### config.mk
export PLATFORM = sky130hd
export DESIGN_NAME = mwb_resolver
export DESIGN_NICKNAME = d
export VERILOG_FILES = /design/src/rtl/mwb_pkg.sv /design/src/rtl/mwb_rst_sync.sv /design/src/rtl/mwb_slot_eval.sv /design/src/rtl/mwb_priority.sv /design/src/rtl/mwb_target_sel.sv /design/src/rtl/mwb_resolver.sv
export SDC_FILE = /design/constraint.sdc
export NUM_CORES = 1
export LEC_CHECK = 0
export CAP_MARGIN = 20
export CORE_ASPECT_RATIO = 0.6
export CORE_MARGIN = 1.5
export CORE_UTILIZATION = 35
export CTS_BUF_LIST = sky130_fd_sc_hd__clkbuf_4 sky130_fd_sc_hd__clkbuf_8
export CTS_CLUSTER_SIZE = 8
export DETAILED_ROUTE_END_ITERATION = 6
export DONT_BUFFER_PORTS = 1
export PLACE_DENSITY = 0.6
export SYNTH_ARGS = -nofsm -noshare
export SYNTH_HDL_FRONTEND = slang
export SYNTH_SLANG_ARGS = --single-unit
### constraint.sdc
create_clock -name clk -period 1.65 [get_ports clk]
set_input_delay 0.2475 -clock clk [delete_from_list [all_inputs] [get_ports clk]]
set_output_delay 0.2475 -clock clk [all_outputs]
set_load 0.005 [all_outputs]
### src/rtl/mwb_pkg.sv
package mwb_pkg;

  localparam int unsigned OP_W = 2;

  typedef enum logic [OP_W-1:0] {
    BR_EMPTY  = 2'd0,
    BR_IF_SET = 2'd1,
    BR_IF_CLR = 2'd2,
    BR_ALWAYS = 2'd3
  } br_op_e;

  typedef struct packed {
    logic decide;
    logic fault;
  } slot_verdict_t;

endpackage

### src/rtl/mwb_rst_sync.sv
module mwb_rst_sync #(
  parameter int unsigned STAGES = 2
) (
  input  logic clk,
  input  logic rst_n,
  output logic rst_core_n
);

  logic [STAGES-1:0] sync_q;

  always_ff @(posedge clk or negedge rst_n) begin
    if (!rst_n) begin
      sync_q <= '0;
    end else begin
      sync_q <= {sync_q[STAGES-2:0], 1'b1};
    end
  end

  assign rst_core_n = sync_q[STAGES-1];

endmodule

### src/rtl/mwb_slot_eval.sv
module mwb_slot_eval
  import mwb_pkg::*;
(
  input  logic [OP_W-1:0] op,
  input  logic            pred,
  input  logic            nar,
  output slot_verdict_t   verdict
);

  br_op_e kind;

  always_comb begin
    kind           = br_op_e'(op);
    verdict.decide = 1'b0;
    verdict.fault  = 1'b0;
    unique case (kind)
      BR_EMPTY: begin
        verdict.decide = 1'b0;
      end
      BR_IF_SET: begin
        verdict.decide = nar | pred;
        verdict.fault  = nar;
      end
      BR_IF_CLR: begin
        verdict.decide = nar | ~pred;
        verdict.fault  = nar;
      end
      BR_ALWAYS: begin
        verdict.decide = 1'b1;
      end
      default: begin
        verdict.decide = 1'b0;
      end
    endcase
  end

endmodule

### src/rtl/mwb_priority.sv
module mwb_priority
  import mwb_pkg::*;
#(
  parameter int unsigned NUM_SLOTS = 4
) (
  input  slot_verdict_t [NUM_SLOTS-1:0] verdicts,
  output logic [NUM_SLOTS-1:0]          win_onehot,
  output logic                          any_decide,
  output logic                          win_fault
);

  logic [NUM_SLOTS:0] blocked;

  assign blocked[0] = 1'b0;

  for (genvar s = 0; s < NUM_SLOTS; s++) begin : g_chain
    assign win_onehot[s]  = verdicts[s].decide & ~blocked[s];
    assign blocked[s+1]   = blocked[s] | verdicts[s].decide;
  end

  assign any_decide = blocked[NUM_SLOTS];

  always_comb begin
    win_fault = 1'b0;
    for (int s = 0; s < NUM_SLOTS; s++) begin
      win_fault = win_fault | (win_onehot[s] & verdicts[s].fault);
    end
  end

endmodule

### src/rtl/mwb_target_sel.sv
module mwb_target_sel #(
  parameter int unsigned NUM_SLOTS = 4,
  parameter int unsigned ADDR_W    = 32
) (
  input  logic [NUM_SLOTS-1:0]        sel_onehot,
  input  logic [NUM_SLOTS*ADDR_W-1:0] targets,
  output logic [ADDR_W-1:0]           picked
);

  always_comb begin
    picked = '0;
    for (int s = 0; s < NUM_SLOTS; s++) begin
      picked = picked | ({ADDR_W{sel_onehot[s]}} & targets[s*ADDR_W +: ADDR_W]);
    end
  end

endmodule

### src/rtl/mwb_resolver.sv
module mwb_resolver
  import mwb_pkg::*;
#(
  parameter int unsigned NUM_SLOTS = 4,
  parameter int unsigned ADDR_W    = 32
) (
  input  logic                          clk,
  input  logic                          rst_n,
  input  logic                          issue_valid,
  input  logic [NUM_SLOTS*OP_W-1:0]     slot_op,
  input  logic [NUM_SLOTS-1:0]          slot_pred,
  input  logic [NUM_SLOTS-1:0]          slot_nar,
  input  logic [NUM_SLOTS*ADDR_W-1:0]   slot_target,
  output logic                          out_valid,
  output logic                          out_taken,
  output logic                          out_fault,
  output logic [ADDR_W-1:0]             out_target
);

  logic                           rst_core_n;
  slot_verdict_t [NUM_SLOTS-1:0]  verdicts;
  logic [NUM_SLOTS-1:0]           win_onehot;
  logic                           any_decide;
  logic                           win_fault;
  logic [ADDR_W-1:0]              picked;

  logic                           valid_d;
  logic                           taken_d;
  logic                           fault_d;
  logic                           tgt_en;
  logic [ADDR_W-1:0]              tgt_d;

  mwb_rst_sync #(.STAGES(2)) u_rst (
    .clk        (clk),
    .rst_n      (rst_n),
    .rst_core_n (rst_core_n)
  );

  for (genvar s = 0; s < NUM_SLOTS; s++) begin : g_slot
    mwb_slot_eval u_eval (
      .op      (slot_op[s*OP_W +: OP_W]),
      .pred    (slot_pred[s]),
      .nar     (slot_nar[s]),
      .verdict (verdicts[s])
    );
  end

  mwb_priority #(.NUM_SLOTS(NUM_SLOTS)) u_prio (
    .verdicts   (verdicts),
    .win_onehot (win_onehot),
    .any_decide (any_decide),
    .win_fault  (win_fault)
  );

  mwb_target_sel #(.NUM_SLOTS(NUM_SLOTS), .ADDR_W(ADDR_W)) u_sel (
    .sel_onehot (win_onehot),
    .targets    (slot_target),
    .picked     (picked)
  );

  // next-state
  always_comb begin
    valid_d = issue_valid;
    taken_d = issue_valid & any_decide & ~win_fault;
    fault_d = issue_valid & any_decide &  win_fault;
    tgt_en  = taken_d;
    tgt_d   = picked;
  end

  // registers
  always_ff @(posedge clk or negedge rst_core_n) begin
    if (!rst_core_n) begin
      out_valid <= 1'b0;
      out_taken <= 1'b0;
      out_fault <= 1'b0;
    end else begin
      out_valid <= valid_d;
      out_taken <= taken_d;
      out_fault <= fault_d;
    end
  end

  always_ff @(posedge clk or negedge rst_core_n) begin
    if (!rst_core_n) begin
      out_target <= '0;
    end else if (tgt_en) begin
      out_target <= tgt_d;
    end
  end

endmodule

==> results.ini <==
[global_routing]
grt_first_pass_wirelength_um = 15700
antenna_found_initial = 2
grt_max_degree = 23
track_usage_pct = 20.9
grt_overflow = 0
grt_pass1_vias = 2957

[power]
p_leak_nw = 1.85
power_w = 0.00394
powerDensity_nw_per_um2 = 964
vdd_drop_max_v = 0.000482

[worst_setup_path]
cp-end-kind = flop
cp.required_ns = 1.84
arrival_ns = 1.93
path_max_fanout = 19
start_kind = primary input
crit_start = slot_op[2]
ff2ff_setup_slack_ns = 0.80
endpoint = out_target[18]$_DFFE_PN0P_
rr_worst_depth = 1
reg2reg_from = out_target[5]$_DFFE_PN0P_
worstSetupPathType = primary input to flop
timing.rr.end = out_target[5]$_DFFE_PN0P_

[clock_network]
cts_made_buffers = 5
htree_levels = 2
path_clk_slew_ns = 0.09
cts_root_buf = clkbuf_8
insertion_delay_ns = 0.30
clock_sinks = 37
cts_tree = built
cts_buffer_depth = 2

[synthesis]
ys_ff_latch = 37
syn-instance-count = 382
synthFlopType = dfrtp_1
yosys.area.top_type_share_pct = 29.1
synth_area_um2 = 3180
yosysSeqAreaShare_pct = 29.1
synth-edff-count = 0
synth_cell_types = 33
async_flop_share_pct = 100
avgSynthCellArea_um2 = 8.32
yosys.area.top_type = dfrtp_1
synth_fp_nets = 541
ys_top_cells_by_area = dfrtp_1 (29%), inv_1 (8.9%), a311oi_1 (8.8%)
yosys_warnings = 0

[flow_run]
cap_violations = 0

[finish]
area_delta_synth_final_pct = 28.8
fillers = 849
layout_commonest_cell = inv_1
final_layout_size_suffix_gt1_share_pct = 27.9
final_util_pct = 47.3
final_cell_mix = inv_1 (74), nor2_1 (36), dfrtp_1 (36)
fin_nets = 560

[sta]
setup_viol = 32
rsz0062_at_grt = true
whs_ns = 0.0699
timing.final.crit_period_ns = 1.75
period_share_pct = 106
hold_viol = 0
finClkSkew_ns = 0.0120
max_freq_mhz = 573
drv_slew = 0
setup_slack_ns = -0.0950

[route]
drt-wirelength-per-cell_um = 20.6
first_iter_violations = 133
firstDrtPassIters = 6
num_vias = 2937
drt.antenna.violating_nets = 0
wirelength_um = 10600
drc = 28
viasPerCell = 5.69

[status]
status = complete, but fails checks
violations = design-rule violations, negative setup slack

[floorplan]
die_h_um = 76.8
die_x_um = 126
die-area_um2 = 9680
start_util_pct = 36.7
row_count = 26
core-area_um2 = 8650
ios = 182

[min_path]
hold_class = primary input to flop

[placed_design]
port_buffers = 0
post-dp-hpwl_um = 8150
gp_congestion = 0.808

-- worst max-delay path, stage by stage --
cell and delay [ns]:
clkinvlp_4 0.10, ha_4 0.25, o21bai_4 0.18, a21o_1 0.16
buf_6 0.11, o211ai_4 0.07, o211ai_4 0.25, buf_12 0.21
mux2_2 0.34
-- through the flow --
| stage | TNS [ns] | cell area, um^2 | std cells | setup WS (ns) |
|---|---|---|---|---|
| final | -2.31 | 4090 | 516 | -0.0950 |
| after global routing | -3.76 | 4090 | 515 | -0.150 |
| after CTS | -2.17 | 3930 | 511 | -0.0846 |
| after detailed placement | -13.18 | 3680 | 501 | -0.450 |
| after global placement | -11.72 | 3680 | 501 | -0.457 |
| after floorplan | -8.81 | 3270 | 382 | -0.287 |
-- per-layer routing --
layer | wire length, um | GRT usage, %
met5 | 0 | 0
met4 | 98 | 4.71
met3 | 1050 | 7.61
met2 | 4800 | 34.4
met1 | 4670 | 26.2
-- synth_stat cells, types with 2 or more instances --
cell      number
mux2_2        20
dfrtp_1       37
xnor2_1        3
buf_2          4
clkbuf_1      24
mux2_1        12
o22ai_1       32
o21ai_1        2
a21oi_1        2
inv_1         75
nor2b_1       32
nand3b_1       3
nor2_1        37
a311oi_1      32
ha_1          12
o21bai_1       2
o211ai_4       2
a211oi_1      34
buf_6          3
-- cell type report --
type                    instances  area, um^2  share of cell area (%)
well taps                     112         140                    3.43
inverters                      76         289                    7.06
repair buffers                 44         502                    12.3
clock buffers                   5        68.8                    1.68
clock inverters                 3        46.3                    1.13
diodes                          2        5.00                   0.122
flip-flops and latches         37         927                    22.7
multi-input cells             237        2110                    51.7
-- worst min path at each step --
stage,start,endpoint,slack [ns],cells past startpoint
floorplan,rst_n,u_rst.sync_q[0]$_DFF_PN0_,-0.05,0
global placement,rst_n,u_rst.sync_q[0]$_DFF_PN0_,-0.05,0
detailed placement,rst_n,u_rst.sync_q[0]$_DFF_PN0_,-0.05,0
CTS,issue_valid,out_fault$_DFF_PN0_,0.06,1
global route,issue_valid,out_fault$_DFF_PN0_,0.06,1
finish,issue_valid,out_fault$_DFF_PN0_,0.07,1
-- repair_timing --
item | in CTS | in global routing
cloned | 0 | 2
hold buffers | 2 | 0
pin swaps | 0 | 2
gates resized for setup | 20 | 20
setup buffers | 0 | 1
hold endpoints to repair | 3 | 0
endpoints found under the setup margin | 32 | 32
-- sequential cells by signal (all words and copies together) (netlist names) --
| register | cells |
|---|---|
| out_valid | 1 |
| out_target | 32 |
| u_rst.sync_q | 2 |
| out_fault | 1 |
| out_taken | 1 |
-- power breakdown --
part / switching (W) / internal (W) / total [W]
clock: 0.000386 / 0.000453 / 0.000839
sequential: 0.000299 / 0.00125 / 0.00155
combinational: 0.000718 / 0.000841 / 0.00156
total: 0.00140 / 0.00254 / 0.00394
-- cell families after synthesis --
group,Yosys count,synth area share (%)
AO/OA/AOI/OAI,113,27.5
buffers and inverters,108,13.7
AND/OR/NAND/NOR,75,12.1
flip-flops,37,29.1
multiplexers,32,11.3
adder cells (fa/ha/maj),12,4.73
XOR/XNOR,4,1.34
other,1,0.118
Power figures use the tool's default switching activity.
